$ cat src/rtl/tsp_pkg.sv
// Shared types for the three-stage pipeline stall controller.
// Assumes class tags fit in CLS_W bits; codes above OPC_FPU behave as plain ALU.
package tsp_pkg;
    localparam int CLS_W = 4;

    typedef enum logic [CLS_W-1:0] {
        OPC_ALU    = 4'd0,
        OPC_BRANCH = 4'd1,
        OPC_LOAD   = 4'd2,
        OPC_STORE  = 4'd3,
        OPC_STREAM = 4'd4,
        OPC_BSHIFT = 4'd5,
        OPC_MUL    = 4'd6,
        OPC_DIV    = 4'd7,
        OPC_FPU    = 4'd8
    } op_class_e;

    typedef struct packed {
        logic      vld;
        op_class_e cls;
    } stage_t;

    // Largest of four latencies, used to size the occupancy counter.
    function automatic int max4(input int a, input int b, input int c, input int d);
        int m;
        m = a;
        if (b > m) m = b;
        if (c > m) m = c;
        if (d > m) m = d;
        return m;
    endfunction
endpackage

$ cat src/rtl/tsp_latency_map.sv
// Maps an operation class to the number of extra Execute cycles it needs.
// Assumes every latency parameter is at least 1; single-cycle classes give 0.
module tsp_latency_map
    import tsp_pkg::*;
#(
    parameter int LAT_BSHIFT = 2,
    parameter int LAT_MUL    = 3,
    parameter int LAT_DIV    = 32,
    parameter int LAT_FPU    = 4,
    parameter int CNT_W      = 5
) (
    input  op_class_e          cls,
    output logic [CNT_W-1:0]   extra
);
    // Latency minus one for the given class.
    always_comb begin
        unique case (cls)
            OPC_BSHIFT: extra = CNT_W'(LAT_BSHIFT - 1);
            OPC_MUL:    extra = CNT_W'(LAT_MUL - 1);
            OPC_DIV:    extra = CNT_W'(LAT_DIV - 1);
            OPC_FPU:    extra = CNT_W'(LAT_FPU - 1);
            default:    extra = '0;
        endcase
    end
endmodule

$ cat src/rtl/tsp_exec_tracker.sv
// Tracks how long the instruction in Execute still needs and whether it
// completes this cycle. Loads the remaining count when Execute advances;
// memory and stream classes additionally wait for their ready inputs.
module tsp_exec_tracker
    import tsp_pkg::*;
#(
    parameter int CNT_W = 5
) (
    input  logic             clk,
    input  logic             rst_n,
    input  logic             adv,
    input  logic             load_vld,
    input  logic [CNT_W-1:0] load_extra,
    input  logic             x_vld,
    input  op_class_e        x_cls,
    input  logic             dmem_ready,
    input  logic             strm_ready,
    output logic             done,
    output logic             busy
);
    logic [CNT_W-1:0] remain_q;
    logic             ext_ok;

    // Remaining-cycle counter: reload on advance, else count down to zero.
    always_ff @(posedge clk) begin
        if (!rst_n) begin
            remain_q <= '0;
        end else if (adv) begin
            remain_q <= load_vld ? load_extra : '0;
        end else if (remain_q != '0) begin
            remain_q <= remain_q - 1'b1;
        end
    end

    // External completion condition per class.
    always_comb begin
        unique case (x_cls)
            OPC_LOAD, OPC_STORE: ext_ok = dmem_ready;
            OPC_STREAM:          ext_ok = strm_ready;
            default:             ext_ok = 1'b1;
        endcase
    end

    // Completion and busy status of Execute.
    always_comb begin
        done = x_vld && (remain_q == '0) && ext_ok;
        busy = x_vld && !done;
    end
endmodule

$ cat src/rtl/tsp_adv_ctrl.sv
// Derives the pipeline advance, per-stage capture enables, stall and redirect.
// Assumes branch outcomes are only meaningful in the cycle a branch retires.
module tsp_adv_ctrl
    import tsp_pkg::*;
(
    input  logic      busy,
    input  logic      done,
    input  op_class_e x_cls,
    input  logic      branch_taken,
    input  logic      imem_ready,
    input  logic      f_vld,
    input  logic      d_vld,
    output logic      adv,
    output logic      redirect,
    output logic      f_en,
    output logic      d_en,
    output logic      x_en,
    output logic      stall
);
    // Advance, flush and enable decisions for this cycle.
    always_comb begin
        adv      = !busy;
        redirect = done && (x_cls == OPC_BRANCH) && branch_taken;
        f_en     = adv && imem_ready;
        d_en     = adv && f_vld && !redirect;
        x_en     = adv && d_vld && !redirect;
        stall    = busy || !imem_ready;
    end
endmodule

$ cat src/rtl/tsp_stage_pipe.sv
// The Fetch, Decode and Execute stage registers (valid bit plus class tag).
// All stages move together on adv; a redirect turns the contents passed into
// Decode and Execute into bubbles, while Fetch captures the fetch side.
module tsp_stage_pipe
    import tsp_pkg::*;
#(
    parameter int N_STG = 3
) (
    input  logic      clk,
    input  logic      rst_n,
    input  logic      adv,
    input  logic      redirect,
    input  logic      imem_ready,
    input  op_class_e fetch_cls,
    output stage_t    f_q,
    output stage_t    d_q,
    output stage_t    x_q
);
    stage_t q   [N_STG];
    stage_t nxt [N_STG];

    for (genvar k = 0; k < N_STG; k++) begin : g_stg
        if (k == 0) begin : g_head
            assign nxt[k] = '{vld: imem_ready, cls: fetch_cls};
        end else begin : g_body
            assign nxt[k] = '{vld: q[k-1].vld && !redirect, cls: q[k-1].cls};
        end

        // Stage register: clear on reset, capture on advance.
        always_ff @(posedge clk) begin
            if (!rst_n) begin
                q[k] <= '{vld: 1'b0, cls: OPC_ALU};
            end else if (adv) begin
                q[k] <= nxt[k];
            end
        end
    end

    assign f_q = q[0];
    assign d_q = q[1];
    assign x_q = q[N_STG-1];
endmodule

$ cat src/rtl/tri_stage_pipe_ctrl.sv
// Top of the three-stage pipeline stall controller. Connects the stage
// registers, the Execute occupancy tracker and the advance logic.
// Assumes the fetch side keeps presenting the same instruction while stalled
// and presents the branch target in the cycle redirect is high.
module tri_stage_pipe_ctrl
    import tsp_pkg::*;
#(
    parameter int LAT_BSHIFT = 2,
    parameter int LAT_MUL    = 3,
    parameter int LAT_DIV    = 32,
    parameter int LAT_FPU    = 4
) (
    input  logic        clk,
    input  logic        rst_n,
    input  logic [3:0]  fetch_class,
    input  logic        imem_ready,
    input  logic        dmem_ready,
    input  logic        strm_ready,
    input  logic        branch_taken,
    output logic        f_valid,
    output logic        d_valid,
    output logic        x_valid,
    output logic [3:0]  x_class,
    output logic        f_en,
    output logic        d_en,
    output logic        x_en,
    output logic        stall,
    output logic        x_retire,
    output logic        redirect
);
    localparam int LAT_MAX = max4(LAT_BSHIFT, LAT_MUL, LAT_DIV, LAT_FPU);
    localparam int CNT_W   = (LAT_MAX > 1) ? $clog2(LAT_MAX) : 1;

    stage_t           f_q, d_q, x_q;
    logic             adv, busy, done, redir;
    logic [CNT_W-1:0] d_extra;

    tsp_stage_pipe #(.N_STG(3)) u_pipe (
        .clk        (clk),
        .rst_n      (rst_n),
        .adv        (adv),
        .redirect   (redir),
        .imem_ready (imem_ready),
        .fetch_cls  (op_class_e'(fetch_class)),
        .f_q        (f_q),
        .d_q        (d_q),
        .x_q        (x_q)
    );

    tsp_latency_map #(
        .LAT_BSHIFT (LAT_BSHIFT),
        .LAT_MUL    (LAT_MUL),
        .LAT_DIV    (LAT_DIV),
        .LAT_FPU    (LAT_FPU),
        .CNT_W      (CNT_W)
    ) u_lat (
        .cls   (d_q.cls),
        .extra (d_extra)
    );

    tsp_exec_tracker #(.CNT_W(CNT_W)) u_exec (
        .clk        (clk),
        .rst_n      (rst_n),
        .adv        (adv),
        .load_vld   (d_q.vld && !redir),
        .load_extra (d_extra),
        .x_vld      (x_q.vld),
        .x_cls      (x_q.cls),
        .dmem_ready (dmem_ready),
        .strm_ready (strm_ready),
        .done       (done),
        .busy       (busy)
    );

    tsp_adv_ctrl u_ctrl (
        .busy         (busy),
        .done         (done),
        .x_cls        (x_q.cls),
        .branch_taken (branch_taken),
        .imem_ready   (imem_ready),
        .f_vld        (f_q.vld),
        .d_vld        (d_q.vld),
        .adv          (adv),
        .redirect     (redir),
        .f_en         (f_en),
        .d_en         (d_en),
        .x_en         (x_en),
        .stall        (stall)
    );

    assign f_valid  = f_q.vld;
    assign d_valid  = d_q.vld;
    assign x_valid  = x_q.vld;
    assign x_class  = x_q.cls;
    assign x_retire = done;
    assign redirect = redir;
endmodule

$ cat config.mk
export PLATFORM = sky130hd
export DESIGN_NAME = tri_stage_pipe_ctrl
export DESIGN_NICKNAME = d
export VERILOG_FILES = /design/src/rtl/tsp_pkg.sv /design/src/rtl/tsp_latency_map.sv /design/src/rtl/tsp_exec_tracker.sv /design/src/rtl/tsp_adv_ctrl.sv /design/src/rtl/tsp_stage_pipe.sv /design/src/rtl/tri_stage_pipe_ctrl.sv
export SDC_FILE = /design/constraint.sdc
export NUM_CORES = 1
export LEC_CHECK = 0
export ABC_AREA = 1
export ABC_CLOCK_PERIOD_IN_PS = 2300
export BUFFER_PORTS_ARGS = -buffer_cell sky130_fd_sc_hd__buf_4
export CORE_ASPECT_RATIO = 1.5
export CORE_UTILIZATION = 40
export CTS_CLUSTER_DIAMETER = 40
export DETAILED_ROUTE_END_ITERATION = 10
export PLACE_DENSITY = 0.63
export RECOVER_POWER = 50
export SYNTH_ARGS = -nofsm -noshare
export SYNTH_HDL_FRONTEND = slang
export SYNTH_SLANG_ARGS = --single-unit
$ cat constraint.sdc
create_clock -name clk -period 2.3 [get_ports clk]
set_input_delay 0.575 -clock clk [delete_from_list [all_inputs] [get_ports clk]]
set_output_delay 0.575 -clock clk [all_outputs]
set_load 0.05 [all_outputs]
==> impl_metrics.json, run 1 <==
{
  "status": "finished, final reports clean",
  "skew_ns": 0.00338,
  "layout-drive-gt1-share_pct": 31.4,
  "top_usage_layer": "met2",
  "synth_area_leaders": "edfxtp_1, nor2_4, nor2_1",
  "ios": 23,
  "p_per_area_mw_per_mm2": 1060,
  "min_to": "u_exec.remain_q[0]",
  "finalCritPeriodShare_pct": 96.4,
  "routed_wl_mm": 1.97,
  "antenna_found_initial": 0,
  "timing.final.ws_setup_ns": 0.0831,
  "synth.most_common_cell": "nor2_1",
  "synth_top_family_by_area": "simple AND/OR/NAND/NOR gates",
  "nFillCells": 263,
  "yosys.area_share.adder_pct": 2.22,
  "clockRootBuffer": "clkbuf_8",
  "cp-end-kind": "output port",
  "syn_area_per_cell_um2": 9.17,
  "cp_cell_sequence": "inv_2 -> ha_2 -> nand3_2 -> nor2_4 -> nand3_4 -> nand2_4 -> inv_4 -> nor2_4 -> buf_4",
  "grt_pass1_vias": 911,
  "rows": 23,
  "fin_nets": 166,
  "yosys_warnings": 0,
  "yosysSeqAreaShare_pct": 48.8,
  "fin_crit_ns": 2.22,
  "hold_buffers": 0,
  "synth_top_area_cell": "edfxtp_1",
  "netlist_area_mm2": 0.00113,
  "drt_iter0_markers": 10,
  "first_pass_iters": 4,
  "cpMostUsedCell": "nor2_4",
  "max_freq_mhz": 451,
  "crit_fanout": 6,
  "insertion_delay_ns": 0.26,
  "initial_utilization_pct": 42.1,
  "ys_ff_latch": 20,
  "r2r_start": "u_pipe.q[2][0]",
  "syn_inst": 123,
  "yosys.area_share.simple_pct": 33.9,
  "crit_family": "simple AND/OR/NAND/NOR gates",
  "rr_worst_depth": 8,
  "synth_compound_area_share_pct": 1.78,
  "placement.cell_area_mm2": 0.00134,
  "ys.flop_type": "edfxtp_1",
  "finalHoldViolations": 0,
  "hpwl_mm": 1.47,
  "h-tree-depth": 1,
  "vias": 862,
  "dieHeight_um": 67.0,
  "postRouteAntennaNets": 0,
  "synth.area.mux_share_pct": 0,
  "io_buffers": 22,
  "area_growth_pct": 27.3,
  "cts_buffer_depth": 2,
  "met2_usage_pct": 30.4,
  "coreArea_mm2": 0.00268,
  "crit_slowest_cell": "dfxtp_2",
  "die_area_mm2": 0.00304,
  "max_slew.worst_pin.slew_ns": 0.597,
  "yosysTopAreaCellShare_pct": 40.0,
  "drc": 0,
  "min_path_cells": 2,
  "setup.worst_path.start_class": "register",
  "cts_tree": "built",
  "wl_per_cell_um": 10.4,
  "setup_violations": 0,
  "met3_usage_pct": 0.813,
  "grt_first_pass_wirelength_mm": 3.48,
  "synth_nets": 135,
  "cp.depth": 9,
  "cts_buffers": 3,
  "ys_top_cells_by_count": "nor2_1, inv_1, edfxtp_1",
  "synth_xor_area_share_pct": 2.33,
  "groute.usage.overall_pct": 15.9,
  "overflow": 0,
  "clkTransAtPathRegs_ns": 0.07,
  "max_stage_delay_ns": 0.33,
  "hp-start": "u_exec.remain_q[0]",
  "ir_drop_mv": 0.812,
  "path_buf_inv": 3,
  "relSlewSlack_pct": 60.4,
  "preCtsSetupSlack_ns": 0.194,
  "required_ns": 1.73,
  "clock_sinks": 20,
  "critPathArrivalTime_ns": 1.64,
  "synth_edf_count": 15,
  "min_path_type": "register to register",
  "synthArstFlopShare_pct": 0,
  "via_per_inst": 4.54,
  "grt_start_max_net_pins": 16,
  "worstReg2RegEnd": "u_pipe.q[2][0]",
  "die_w_um": 45.3,
  "stdcell_area_mm2": 0.00144,
  "ff2ff_setup_slack_ns": 0.48,
  "synth_cell_types": 17,
  "worstSetupPathType": "register to output port",
  "maxCapViolations": 0,
  "finalMaxSlewViolations": 0,
  "gp_congestion": 0.752,
  "diodes": 0,
  "p_leak_uw": 0.000634,
  "grt_use_met1_pct": 15.2
}
## final cells by class
type | instances | area (um^2) | area share [%]
Clock buffer | 3 | 41.3 | 2.88
Timing Repair Buffer | 27 | 184 | 12.8
Tap cell | 37 | 46.3 | 3.23
Multi-Input combinational cell | 75 | 478 | 33.3
Clock inverter | 1 | 30.0 | 2.09
Inverter | 27 | 104 | 7.24
Sequential cell | 20 | 552 | 38.4
## worst reg2reg max path, stage by stage, from the launching register on
cell	delay, ns
edfxtp_1	0.42
nor2_1	0.13
nand3_1	0.16
nand3_4	0.14
nand2_4	0.07
buf_4	0.14
buf_4	0.14
nand2_4	0.28
nor2_1	0.09
## layer usage
metal  up-vias  wire [um]
li1        441          -
met1       387        780
met2        28       1060
met3         6         79
met4         0         52
met5         -          0
## state kept, by name (all words and copies together) (netlist names)
| register | flops |
|---|---|
| u_exec.remain_q | 5 |
| u_pipe.q | 15 |
## cell usage in the layout, fill, tap and decap left out
master	Yosys	routed
clkbuf_8	0	3
nand2_1	10	10
nor2_1	28	26
xor2_1	1	1
ha_2	0	1
nand2_4	2	2
nor2_2	0	1
o21ai_0	4	4
dfxtp_2	0	1
edfxtp_1	15	15
inv_4	1	1
xnor2_1	2	2
buf_6	0	2
nor3_1	2	2
nand4_1	1	1
inv_2	0	2
nand3_4	0	1
nand3_2	2	2
inv_1	26	24
nor2_4	12	13
bufinv_16	0	1
buf_4	0	18
nand3_1	9	8
dfxtp_1	5	4
clkbuf_1	0	7
ha_1	2	1
## cell families (layout without fill, tap and decap cells)
family          count (synthesis)  in the layout
simple gates                   66             66
compound gates                  4              4
fa+ha+maj                       2              2
flops                          20             20
xor+xnor                        3              3
buf+inv                        28             58
## through the flow
| stage | total power, uW | utilization, % | std cells | hold WS (ns) | setup TNS (ns) |
|---|---|---|---|---|---|
| final | 1510 | 53.6 | 190 | 0.553 | 0 |
| after global routing | 1600 | 53.6 | 190 | 0.600 | -0.0332 |
| after CTS | 1520 | 53.2 | 188 | 0.563 | 0 |
| after detailed placement | 1160 | 50.2 | 183 | 0.546 | 0 |
| after global placement | 1140 | 50.2 | 183 | 0.540 | 0 |
| after floorplan | 1020 | - | 123 | 0.515 | -0.197 |
## how the worst max path moves through the flow
stage                            start    end  slack (ns)
floorplan               u_pipe.q[2][4]  stall       -0.18
global placement            strm_ready  stall        0.22
detailed placement          strm_ready  stall        0.19
CTS                 u_exec.remain_q[0]  stall       0.005
global route        u_exec.remain_q[0]  stall       -0.02
finish              u_exec.remain_q[0]   f_en        0.08
## where the power goes
group | total (uW) | leakage [uW] | switching [uW] | internal [uW]
Clock | 351 | 0.0000357 | 118 | 232
Sequential | 533 | 0.000217 | 52.6 | 480
Combinational | 631 | 0.000381 | 431 | 200
## timing repair
| action | in CTS | in global routing |
|---|---|---|
| pin swaps | 1 | 3 |
| resized for setup | 0 | 8 |
| endpoints found under the setup margin | 3 | 5 |
| buffers inserted | 1 | 2 |
No activity file was read; power rests on OpenSTA's default activity.
==> run 2, diff against run 1 <==
- GPL_TIMING_DRIVEN: unset -> 0
==> impl_metrics.json, run 2 (synthesized netlist as in run 1, its figures left out) <==
{
  "status": "finished, final reports clean",
  "drt_iter0_markers": 11,
  "largest_register_ffs": 15,
  "antenna_found_initial": 0,
  "cts_buffers": 3,
  "via_per_inst": 4.29,
  "rows": 23,
  "fin_hold_ws_ns": 0.554,
  "ff2ff_setup_slack_ns": 0.25,
  "layout-drive-gt1-share_pct": 24.3,
  "switching_share_pct": 42.3,
  "routed_wl_mm": 1.86,
  "clockRootBuffer": "clkbuf_8",
  "finalHoldViolations": 0,
  "coreArea_mm2": 0.00268,
  "worstSetupPathType": "register to output port",
  "gp_congestion": 0.709,
  "dieHeight_um": 67.0,
  "stdcell_area_mm2": 0.00136,
  "cp_cell_sequence": "inv_2 -> ha_1 -> nand3_2 -> nor2_4 -> nand3_4 -> nand2_4 -> inv_4 -> nor2_4 -> buf_4",
  "finalCritPeriodShare_pct": 94.7,
  "comb_power_share_pct": 43.8,
  "die_area_mm2": 0.00304,
  "top_register": "u_pipe.q",
  "max_stage_delay_ns": 0.33,
  "top_regs": "u_pipe.q x15, u_exec.remain_q x5",
  "placement.cell_area_mm2": 0.00135,
  "clkTransAtPathRegs_ns": 0.07,
  "p_sw_uw": 574,
  "hpwl_mm": 1.39,
  "insertion_delay_ns": 0.25,
  "clkPwrFrac_pct": 17.0,
  "mostFrequentLayoutCells": "nor2_1, inv_1, edfxtp_1",
  "vias": 811,
  "totalPowerFinal_uw": 1360,
  "r2r_start": "u_exec.remain_q[0]",
  "rsz0062_at_grt": "false",
  "p_leak_uw": 0.000609,
  "max_freq_mhz": 459,
  "max_slew.worst_pin.slew_ns": 0.628,
  "cts_buffer_depth": 2,
  "skew_ns": 0.000593,
  "finalMaxSlewViolations": 0,
  "stdcell_count": 189,
  "overflow": 0,
  "io_buffers": 22,
  "min_to": "u_pipe.q[1][0]",
  "setup_violations": 0,
  "die_w_um": 45.3,
  "cp-end-kind": "output port",
  "diodes": 0,
  "clock_sinks": 20,
  "required_ns": 1.73,
  "grt_start_max_net_pins": 16,
  "setup.worst_path.start_class": "register",
  "min_path_cells": 2,
  "drc": 0,
  "min_path_type": "register to register",
  "h-tree-depth": 1,
  "groute.usage.overall_pct": 15.0,
  "fin_crit_ns": 2.18,
  "crit_slowest_cell": "dfxtp_1",
  "final_common_cell": "nor2_1",
  "postRouteAntennaNets": 0,
  "worstReg2RegEnd": "u_pipe.q[2][3]",
  "internal_power_uw": 783,
  "fin_util_pct": 50.8,
  "maxCapViolations": 0,
  "grt_pass1_vias": 807,
  "hold_buffers": 0,
  "ios": 23,
  "grt_first_pass_wirelength_mm": 3.24,
  "placed_cells": 182,
  "cpMostUsedCell": "nor2_4",
  "area_growth_pct": 20.6,
  "p_per_area_mw_per_mm2": 998,
  "first_pass_iters": 4,
  "wl_per_cell_um": 9.86,
  "relSlewSlack_pct": 58.0,
  "fin_nets": 165,
  "cts_tree": "built",
  "initial_utilization_pct": 42.1,
  "critPathArrivalTime_ns": 1.60,
  "p_seq_share_pct": 39.2,
  "ir_drop_mv": 0.544,
  "rr_worst_depth": 11,
  "crit_fanout": 6,
  "hp-start": "u_pipe.q[0][0]"
}
-- run 2: stage by stage --
stage | TNS [ns] | setup slack [ns]
after floorplan | -0.197 | -0.176
final | 0 | 0.122
after CTS | 0 | 0.0193
after detailed placement | 0 | 0.167
after global placement | 0 | 0.184
after global routing | 0 | 0.00660
-- run 2: layout make-up --
type / count / area, um^2
fill: 269 / 1320
sequential: 20 / 551
multi-input combinational: 75 / 445
timing repair buffer: 25 / 161
inverter: 27 / 104
tap: 37 / 46.3
clock buffer: 3 / 41.3
buffer: 1 / 7.51
clock inverter: 1 / 3.75
-- run 2: metal layers --
| metal | GRT usage, % | up-vias | part of all wire [%] |
|---|---|---|---|
| li1 | - | 435 | - |
| met1 | 14.8 | 354 | 43 |
| met2 | 27.4 | 20 | 51 |
| met3 | 2.71 | 2 | 4.2 |
| met4 | 9.09 | 0 | 1.2 |
| met5 | 0 | - | 0 |
-- run 2: what timing repair did --
item | CTS | global route
resized for setup | 0 | 5
pin swaps | 1 | 3
setup buffers | 1 | 2
setup endpoints to repair | 1 | 4
-- run 2: how the worst max path moves through the flow --
stage / depth (start not counted) / slack [ns] / start / end
6_report: 9 / 0.12 / u_exec.remain_q[0] / f_en
5_1_grt: 10 / 0.007 / u_exec.remain_q[1] / stall
4_1_cts: 10 / 0.02 / u_exec.remain_q[0] / stall
3_5_place_dp: 7 / 0.17 / strm_ready / d_en
3_3_place_gp: 7 / 0.18 / strm_ready / d_en
2_1_floorplan: 7 / -0.18 / u_pipe.q[2][4] / stall
-- run 2: power by group through the flow --
stage               clock network (uW)  logic [uW]  registers [uW]
global placement                     0         612             534
detailed placement                   0         624             540
floorplan                            0         390             630
CTS                                239         632             532
global route                       250         654             542
finish                             231         595             531
-- run 2: critical path: cells and delay by family (launching register included) --
family / cells / cell delay, ns
and+or+nand+nor: 5 / 0.53
DFF: 1 / 0.33
adders and majority gates: 1 / 0.15
buffers and inverters: 3 / 0.33
==> run 3, diff against run 2 <==
- REMOVE_ABC_BUFFERS: unset -> 1
==> impl_metrics.json, run 3 (synthesized netlist as in run 1, its figures left out) <==
{
  "status": "finished, final reports clean",
  "die_w_um": 45.3,
  "cts_tree": "built",
  "io_buffers": 22,
  "ios": 23,
  "worstReg2RegEnd": "u_pipe.q[0][3]",
  "vias": 836,
  "ir_drop_mv": 0.400,
  "nFillCells": 256,
  "largest_register_ffs": 15,
  "grt_start_max_net_pins": 16,
  "clockRootBuffer": "clkbuf_8",
  "final_common_cell": "nor2_1",
  "skew_ns": 0.00112,
  "grt_first_pass_wirelength_mm": 2.98,
  "r2r_start": "u_exec.remain_q[0]",
  "worstSetupPathType": "register to output port",
  "finalCritPeriodShare_pct": 96.1,
  "setup.worst_path.start_class": "register",
  "initial_utilization_pct": 42.1,
  "first_pass_iters": 4,
  "top_register": "u_pipe.q",
  "rows": 23,
  "grt_pass1_vias": 781,
  "finalMaxSlewViolations": 0,
  "fin_nets": 164,
  "crit_fanout": 6,
  "mostFrequentLayoutCells": "nor2_1, inv_1, buf_4",
  "cts_buffer_depth": 2,
  "clock_sinks": 20,
  "coreArea_mm2": 0.00268,
  "p_leak_uw": 0.000628,
  "wl_per_cell_um": 9.44,
  "antenna_found_initial": 0,
  "placed_cells": 181,
  "min_path_type": "register to register",
  "finalHoldViolations": 0,
  "h-tree-depth": 1,
  "gp_congestion": 0.785,
  "fin_crit_ns": 2.21,
  "maxCapViolations": 0,
  "insertion_delay_ns": 0.26,
  "layout-drive-gt1-share_pct": 30.5,
  "diodes": 0,
  "required_ns": 1.73,
  "die_area_mm2": 0.00304,
  "setup_violations": 0,
  "drc": 0,
  "hp-start": "u_exec.remain_q[1]",
  "stdcell_count": 188,
  "totalPowerFinal_uw": 1390,
  "dieHeight_um": 67.0,
  "postRouteAntennaNets": 0,
  "setup_tns_ns": 0,
  "routed_wl_mm": 1.77,
  "rr_worst_depth": 8,
  "timing.final.ws_setup_ns": 0.0904,
  "cp-end-kind": "output port",
  "p_per_area_mw_per_mm2": 991,
  "min_to": "u_exec.remain_q[1]",
  "fin_util_pct": 52.3,
  "max_slew.worst_pin.slew_ns": 0.628,
  "min_path_cells": 2,
  "max_freq_mhz": 453,
  "overflow": 0,
  "drt_iter0_markers": 16,
  "rsz0062_at_grt": "true",
  "area_growth_pct": 24.2,
  "relSlewSlack_pct": 58.1,
  "via_per_inst": 4.45,
  "clkTransAtPathRegs_ns": 0.07,
  "critPathArrivalTime_ns": 1.63,
  "top_regs": "u_pipe.q x15, u_exec.remain_q x5",
  "hpwl_mm": 1.31,
  "groute.usage.overall_pct": 13.7,
  "preCtsSetupSlack_ns": 0.139,
  "ff2ff_setup_slack_ns": 0.39,
  "cts_buffers": 3
}
[run 3: power breakdown]
group          internal (uW)  switching, uW
sequential               480           49.2
combinational            208            418
clock                    123            110
total                    811            577
[run 3: repair_timing]
action	in CTS	in global routing
hold buffers	0	0
pin swaps	1	3
setup endpoints to repair	2	5
buffers inserted	1	2
resized for setup	1	6
[run 3: layer usage]
| metal | global-route usage, % | part of all wire (%) |
|---|---|---|
| met5 | 0 | 0 |
| met4 | 10.2 | 2.6 |
| met3 | 0.813 | 2.8 |
| met2 | 25.2 | 56 |
| met1 | 13.5 | 39 |
[run 3: worst max-delay path by stage]
| stage | startpoint | end | slack [ns] | cells after the start |
|---|---|---|---|---|
| CTS | u_exec.remain_q[0] | stall | 0.01 | 10 |
| finish | u_exec.remain_q[0] | f_en | 0.09 | 9 |
| detailed placement | strm_ready | d_en | 0.14 | 7 |
| global placement | strm_ready | d_en | 0.17 | 7 |
| global route | u_exec.remain_q[0] | f_en | -0.01 | 9 |
| floorplan | u_pipe.q[2][4] | stall | -0.73 | 7 |
[run 3: through the flow]
stage	hold WS [ns]	area [um^2]
after floorplan	0.515	1110
after global placement	0.548	1320
after detailed placement	0.550	1320
after CTS	0.565	1380
after global routing	0.587	1400
final	0.564	1400
[run 3: layout make-up]
type | count | area, um^2 | share of cell area (%)
tap | 37 | 46.3 | 3.31
timing repair buffer | 25 | 184 | 13.1
clock buffer | 4 | 45.0 | 3.22
multi-input combinational | 75 | 470 | 33.6
sequential | 20 | 551 | 39.3
inverter | 27 | 104 | 7.42
[run 3: critical path, cell delays in order, from the launching register on]
cell and delay [ns]:
dfxtp_1 0.33, inv_2 0.07, ha_1 0.15, nand3_2 0.09
nor2_4 0.17, nand3_4 0.11, nand2_4 0.10, inv_4 0.06
nor2_2 0.09, buf_4 0.21
